## src/rtl/tx_char_front.sv

```systemverilog
module tx_char_front #(
  parameter logic [8:0] SEED = 9'h001
) (
  input  logic       clk,
  input  logic       rst_n,
  input  logic       ld_now_n,
  input  logic       ld_next_n,
  input  logic [7:0] din,
  input  logic       kflag,
  input  logic       viol_req,
  input  logic       raw_mode,
  input  logic       test_mode,
  output logic [7:0] q_byte,
  output logic       q_k,
  output logic       q_viol,
  output logic       q_bypass,
  output logic [9:0] q_raw
);
  localparam logic [7:0] SYNC_BYTE = 8'hBC;
  localparam logic [9:0] SYNC_CODE = 10'h0FA;
  localparam logic [9:0] SYNC_DESC = {SYNC_BYTE, 2'b10};

  logic       pend;
  logic [8:0] lfsr;
  logic       take;
  logic       lf_fb;
  logic       lf_viol;

  assign take    = !ld_now_n || pend;
  assign lf_fb   = lfsr[8] ^ lfsr[4];
  assign lf_viol = (lfsr[8:7] == 2'b11) && (lfsr[1:0] == 2'b11);

  always_ff @(posedge clk) begin
    if (!rst_n) begin
      pend     <= 1'b0;
      lfsr     <= SEED;
      q_byte   <= SYNC_BYTE;
      q_k      <= 1'b1;
      q_viol   <= 1'b0;
      q_bypass <= 1'b0;
      q_raw    <= SYNC_DESC;
    end else if (test_mode) begin
      pend     <= 1'b0;
      lfsr     <= {lfsr[7:0], lf_fb};
      q_byte   <= lfsr[7:0];
      q_k      <= lfsr[8];
      q_viol   <= lf_viol;
      q_bypass <= 1'b0;
      q_raw    <= {lfsr[7:0], lfsr[8], lf_viol};
    end else begin
      pend     <= ld_now_n && !ld_next_n;
      lfsr     <= SEED;
      q_bypass <= raw_mode;
      if (take) begin
        q_byte <= din;
        q_k    <= kflag;
        q_viol <= viol_req;
        q_raw  <= {din, kflag, viol_req};
      end else begin
        q_byte <= SYNC_BYTE;
        q_k    <= 1'b1;
        q_viol <= 1'b0;
        q_raw  <= raw_mode ? SYNC_CODE : SYNC_DESC;
      end
    end
  end
endmodule


```

## config.mk

```make
export PLATFORM = sky130hd
export DESIGN_NAME = tx_char_front
export DESIGN_NICKNAME = d
export VERILOG_FILES = /design/src/rtl/tx_char_front.sv
export SDC_FILE = /design/constraint.sdc
export NUM_CORES = 1
export LEC_CHECK = 0
export ABC_CLOCK_PERIOD_IN_PS = 2800
export CORE_UTILIZATION = 43
export CTS_CLUSTER_DIAMETER = 30
export DETAILED_ROUTE_END_ITERATION = 12
export GPL_ROUTABILITY_DRIVEN = 0
export PLACE_DENSITY = 0.85
export SLEW_MARGIN = 25
export SYNTH_ARGS = -nofsm -noshare
export SYNTH_HDL_FRONTEND = slang
export SYNTH_SLANG_ARGS = --single-unit
```

## constraint.sdc

```tcl
create_clock -name clk -period 2.8 [get_ports clk]
set_input_delay 0.7 -clock clk [delete_from_list [all_inputs] [get_ports clk]]
set_output_delay 0.7 -clock clk [all_outputs]
set_load 0.1 [all_outputs]
```

==> qor.csv, run 1 <==
metric,value,unit
outcome,completed,
stdcell_count,127,
antenna_found_initial,0,
clockBufferDepth,2,
core_area,0.00176,mm^2
die_y,45.8,um
multi_input_area,269,um^2
fill_cells,156,
ys_top_cells_by_area,"dfxtp_1, buf_4, o22a_1",
yosysTopAreaCellShare,55.8,%
crit_slowest_cell,clkdlybuf4s50_1,
synthTopCellsByCount,"dfxtp_1, buf_4, and3_1, o22a_1",
cts_resized,0,
grt_pass1_vias,508,
syn2layout_area_growth,33.8,%
yosysTopAreaCell,dfxtp_1,
syn_area_per_cell,11.3,um^2
postSynthCellCount,73,
clock_sinks,23,
fmax,540,MHz
grt_max_degree,20,
wl,1530,um
critPathKind,in -> reg,
dp.cells,123,
topRoutingLayerUsed,met4,
start_util,46.7,%
hold_violations,0,
fin_crit,1.85,ns
ys.warnings.count,0,
seq_area,460,um^2
fin_nets,119,
wl_met3,89,um
first_iter_violations,10,
drive_gt1_share,29.4,%
htree_levels,1,
cts_made_buffers,3,
cts_hold_buf,0,
dp.final_hpwl,1110,um
grt_pass1_wl,2190,um
ios,37,
p_total,0.000709,W
setup-tns-final,0,ns
postSynth.asyncResetShare,0,%
critPathMaxFanout,19,
m1WireLength,688,um
synth_edf_count,0,
cp_top_family,buffers and inverters,
whs,0.484,ns
rsz0062_at_grt,false,
hp-class,reg -> reg,
cts-root-buf,clkbuf_4,
leakage,0.506,nW
irDropWorstVdd,0.366,mV
setup_viol_count_final,0,
vias,601,
viasPerCell,4.73,
critPathBufInv,2,
drcViolationCount,0,
synthFlopType,dfxtp_1,
end_kind,flop,
maxCapViolations,0,
clk_latency,0.30,ns
antenna_cells,0,
skew,0.00385,ns
ys_seq_area_share,55.8,%
crit_arrival,2.06,ns
routedWlPerCell,12.0,um
die-area,0.00210,mm^2
relSlewSlack,66.4,%
powerDensity,642,mW/mm^2
clk_pin_slew,0.12,ns
postLayoutCoreUtil,62.6,%
dr.pass1.iters,4,
cp_data_required_time,3.01,ns
synth_nets,89,
path_cells,clkdlybuf4s50_1 > inv_1 > and3_1 > a21o_1,
cts_tree,built,
finalMaxSlewViolations,0,
dr_wl_met2,726,um
cp-start-kind,primary input,
synth_most_common_cell,dfxtp_1,
cpPeakStageDelay,0.78,ns
timing.final.crit_share,66.1,%
rows,15,
fp.dieW,45.8,um
post-cts-setup-buffer-count,0,
port_buffers,36,
ant_nets,0,
gr-usage-all-layers,15.0,%
ys_types,26,
synth_seq_cells,23,
syn_area,825,um^2
overflow,0,
tightest_slew,0.503,ns
-- cells by family (layout without fill, tap and decap cells) --
family | count (synthesis) | after routing | share of synthesized area (%)
flops | 23 | 23 | 55.8
simple gates | 23 | 23 | 19.1
buf+inv | 13 | 42 | 11.5
compound gates | 12 | 12 | 11.2
xor+xnor | 1 | 1 | 1.06
mux | 1 | 1 | 1.21
-- cells in the final DEF, fill, tap and decap left out, drive strengths merged --
| cell type | netlist | layout |
|---|---|---|
| and4bb | 1 | 1 |
| and3 | 8 | 8 |
| o21ai | 1 | 1 |
| xnor2 | 1 | 1 |
| and3b | 1 | 1 |
| clkdlybuf4s50 | 0 | 15 |
| nand2 | 3 | 3 |
| a21o | 2 | 2 |
| a21oi | 1 | 1 |
| nand4 | 1 | 1 |
| buf | 10 | 21 |
| clkinv | 0 | 1 |
| inv | 2 | 2 |
| o211ai | 1 | 1 |
| o22a | 5 | 5 |
| nand3b | 2 | 2 |
| dfxtp | 23 | 23 |
| mux2i | 1 | 1 |
| or3 | 1 | 1 |
| nor2b | 1 | 1 |
| nand2b | 1 | 1 |
| nand3 | 4 | 4 |
| a21boi | 1 | 1 |
| o2bb2ai | 1 | 1 |
| clkbuf | 1 | 3 |
-- through the flow --
step,area (um^2),worst slack (ns)
floorplan,825,0.744
global placement,1080,0.711
detailed placement,1080,0.656
CTS,1100,0.987
global route,1100,0.895
finish,1100,0.949
-- metal layers --
| metal | track usage, % | up-vias |
|---|---|---|
| met5 | 0 | - |
| met4 | 8.82 | 0 |
| met3 | 2.38 | 4 |
| met2 | 24.6 | 26 |
| met1 | 18.4 | 265 |
| li1 | - | 306 |
-- registers in the layout (all words and copies together) (netlist names) --
signal and cells:
q_byte 8, pend 1, q_bypass 1, q_raw 4
lfsr 9
-- layout make-up --
type | instances | area share, %
Sequential cell | 23 | 41.7
Timing Repair Buffer | 36 | 27.9
Multi-Input combinational cell | 37 | 24.4
Tap cell | 25 | 2.83
Clock buffer | 3 | 2.04
Inverter | 2 | 0.680
Clock inverter | 1 | 0.454
-- report_power, final --
group	leakage, nW	internal (W)	switching [W]	total [W]
logic	0.299	0.0000533	0.000162	0.000215
clock network	0.0177	0.0000533	0.0000935	0.000147
registers	0.189	0.000341	0.00000592	0.000347
-- worst paths after layout --
kind                            startpoint        end  slack, ns  cells past startpoint
worst min-delay path               lfsr[3]  q_byte[3]       0.48                      1
worst min register to register     lfsr[3]  q_byte[3]       0.48                      1
worst max-delay path             test_mode  q_byte[0]       0.95                      4
worst max register to register        pend  q_byte[0]       1.82                      3
-- worst register-to-register path, delay by kind of cell (launching register included) --
kind | cells | cell delay, ns
compound gates | 1 | 0.19
flops | 1 | 0.32
simple gates | 2 | 0.38
No activity file was read; power rests on OpenSTA's default activity.
==> run 2: changes to the inputs <==
--- a/config.mk
+++ b/config.mk
@@ -5,12 +5,12 @@
 export SDC_FILE = /design/constraint.sdc
 export NUM_CORES = 1
 export LEC_CHECK = 0
-export ABC_CLOCK_PERIOD_IN_PS = 2800
-export CORE_UTILIZATION = 43
+export ABC_CLOCK_PERIOD_IN_PS = 1600
+export CORE_UTILIZATION = 36
 export CTS_CLUSTER_DIAMETER = 30
 export DETAILED_ROUTE_END_ITERATION = 12
 export GPL_ROUTABILITY_DRIVEN = 0
-export PLACE_DENSITY = 0.85
+export PLACE_DENSITY = 0.77
 export SLEW_MARGIN = 25
 export SYNTH_ARGS = -nofsm -noshare
 export SYNTH_HDL_FRONTEND = slang
==> constraint.sdc (replaced) <==
create_clock -name clk -period 1.6 [get_ports clk]
set_input_delay 0.4 -clock clk [delete_from_list [all_inputs] [get_ports clk]]
set_output_delay 0.4 -clock clk [all_outputs]
set_load 0.1 [all_outputs]
==> run 2 against run 1 <==
Net effect: flip-flop and latch count unchanged; global-route usage grew 3.6 points; routed wire length is 29% higher.
==> qor.csv, run 2 (synthesis gave the netlist of run 1 again) <==
metric,value,unit,change
worstHoldStart,lfsr[0],,
fin_nets,122,,+2.5%
rr_worst_depth,3,,unchanged
ios,37,,unchanged
p_total,0.00136,W,+92%
gr-usage-all-layers,18.6,%,+3.6 points
dr.pass1.iters,4,,unchanged
switching_share,35.8,%,-1.0 points
r2r_slack,0.57,ns,-1.25 ns
critPathKind,in -> reg,,
irDropWorstVdd,0.802,mV,+120%
hold_violations,0,,unchanged
fin_crit,1.31,ns,
grt_pass1_vias,658,,+30%
skew,0.00443,ns,+0.000585 ns
final_common_cell,buf_12,,
mostFrequentLayoutCells,"buf_12, clkdlybuf4s50_1, dfxtp_1",,
grt_max_degree,19,,-5.0%
power_switching,0.000487,W,+86%
end_kind,flop,,
seq_area,470,um^2,+2.2%
cts_hold_buf,0,,unchanged
die-area,0.00249,mm^2,+19%
drive_gt1_share,39.0,%,+9.6 points
p_int,0.000872,W,+95%
cts-root-buf,clkbuf_4,,
top_register,lfsr,,
multi_input_area,269,um^2,unchanged
critPathBufInv,1,,-1
port_buffers,36,,unchanged
viasPerCell,4.89,,+3.3%
critPathMaxFanout,11,,-8
routedWlPerCell,14.9,um,+24%
holdPathEnd,q_raw[0],,
start_util,40.0,%,-6.7 points
syn2layout_area_growth,70.0,%,
r2r_end,q_raw[9],,
cp_top_family,buffers and inverters,,
finalWorstSetupSlack,0.285,ns,-0.664 ns
outcome,completed,,
dp.final_hpwl,1530,um,+38%
clk_latency,0.31,ns,about the same
ant_nets,0,,unchanged
grt_pass1_wl,3260,um,+49%
maxCapViolations,0,,unchanged
relSlewSlack,76.6,%,+10 points
crit_slowest_cell,clkdlybuf4s50_1,,
cp-start-kind,primary input,,
finalMaxSlewViolations,0,,unchanged
htree_levels,1,,unchanged
p_comb_share,34.3,%,+4.0 points
wl,1970,um,+29%
crit_arrival,1.52,ns,-0.54 ns
seqPwrFrac,46.3,%,-2.7 points
die_y,49.9,um,+8.9%
vias,645,,+7.3%
cp_data_required_time,1.81,ns,-1.20 ns
first_iter_violations,8,,-2
clockBufferDepth,2,,unchanged
setup-tns-final,0,ns,unchanged
setup_viol_count_final,0,,unchanged
rows,16,,+1
antenna_found_initial,0,,unchanged
cts_tree,built,,
path_cells,clkdlybuf4s50_1 > nand2_1 > o22a_1,,
clock_sinks,23,,unchanged
r2r_start,pend,,
tightest_slew,0.350,ns,-0.153 ns
largest_reg_flops,9,,unchanged
rsz0062_at_grt,false,,
leakage,0.613,nW,+21%
cts_made_buffers,3,,unchanged
powerDensity,970,mW/mm^2,+51%
cp-startpoint,rst_n,,
power_frac_clock,19.4,%,-1.3 points
cpPeakStageDelay,0.68,ns,-0.10 ns
overflow,0,,unchanged
drcViolationCount,0,,unchanged
timing.final.crit_share,82.2,%,
fp.dieW,49.9,um,+8.9%
place_ws,-0.0110,ns,-0.667 ns
post-cts-setup-buffer-count,0,,unchanged
hp-class,reg -> reg,,
postLayoutCoreUtil,68.0,%,+5.4 points
fill_cells,161,,+3.2%
core_area,0.00206,mm^2,+17%
cts_resized,0,,unchanged
reg.largest.list,"lfsr x9, q_byte x8, q_raw x4",,
clk_pin_slew,0.12,ns,about the same
hold_path_depth,2,,+1
fmax,761,MHz,
antenna_cells,0,,unchanged
==> run 2: cell types whose count changed in the layout (fill, tap and decap cells not counted) <==
cell | before | now
dfxtp_2 | 0 | 8
buf_4 | 21 | 3
buf_12 | 0 | 21
dfxtp_1 | 23 | 15
==> run 2: per-layer routing <==
layer | global-route usage [%] | wire, um
met5 | 0 | 0
met3 | 4.01 | 79
met4 | 10.0 | 31
met1 | 18.9 | 745
met2 | 34.7 | 1110
==> run 2: worst max path at each step <==
stage / to / slack [ns] / cells after the start
after floorplan: q_raw[0] / 0.18 / 1
after global placement: q_raw[1] / 0.05 / 3
after detailed placement: q_byte[3] / -0.01 / 3
after CTS: q_byte[0] / 0.29 / 1
after global routing: q_raw[8] / 0.25 / 1
final: q_byte[3] / 0.29 / 3
==> run 2: layout make-up <==
cell class | count | share of cell area [%]
inverters | 2 | 0.536
repair buffers | 39 | 42.3
flip-flops and latches | 23 | 33.6
well taps | 27 | 2.41
clock buffers | 3 | 1.61
clock inverters | 1 | 0.357
multi-input cells | 37 | 19.2
==> run 2: worst register-to-register path: stages (launching register included) <==
cell and delay (ns):
dfxtp_1 0.34, nand2b_4 0.18, or3_1 0.34, nand4_1 0.12
==> run 2: stage by stage <==
stage                     cell area (um^2)  hold WS, ns  instances
final                                 1400        0.488        132
after global routing                  1400        0.514        132
after CTS                             1400        0.486        132
after detailed placement              1370        0.462        128
after global placement                1370        0.445        128
after floorplan                        835        0.428         73
==> run 2: power by group through the flow <==
| stage | Clock, W | Combinational (W) | Sequential, W |
|---|---|---|---|
| global placement | 0 | 0.000461 | 0.000641 |
| floorplan | 0 | 0.000153 | 0.000769 |
| detailed placement | 0 | 0.000466 | 0.000643 |
| global route | 0.000302 | 0.000477 | 0.000633 |
| finish | 0.000264 | 0.000466 | 0.000629 |
| CTS | 0.000268 | 0.000467 | 0.000630 |
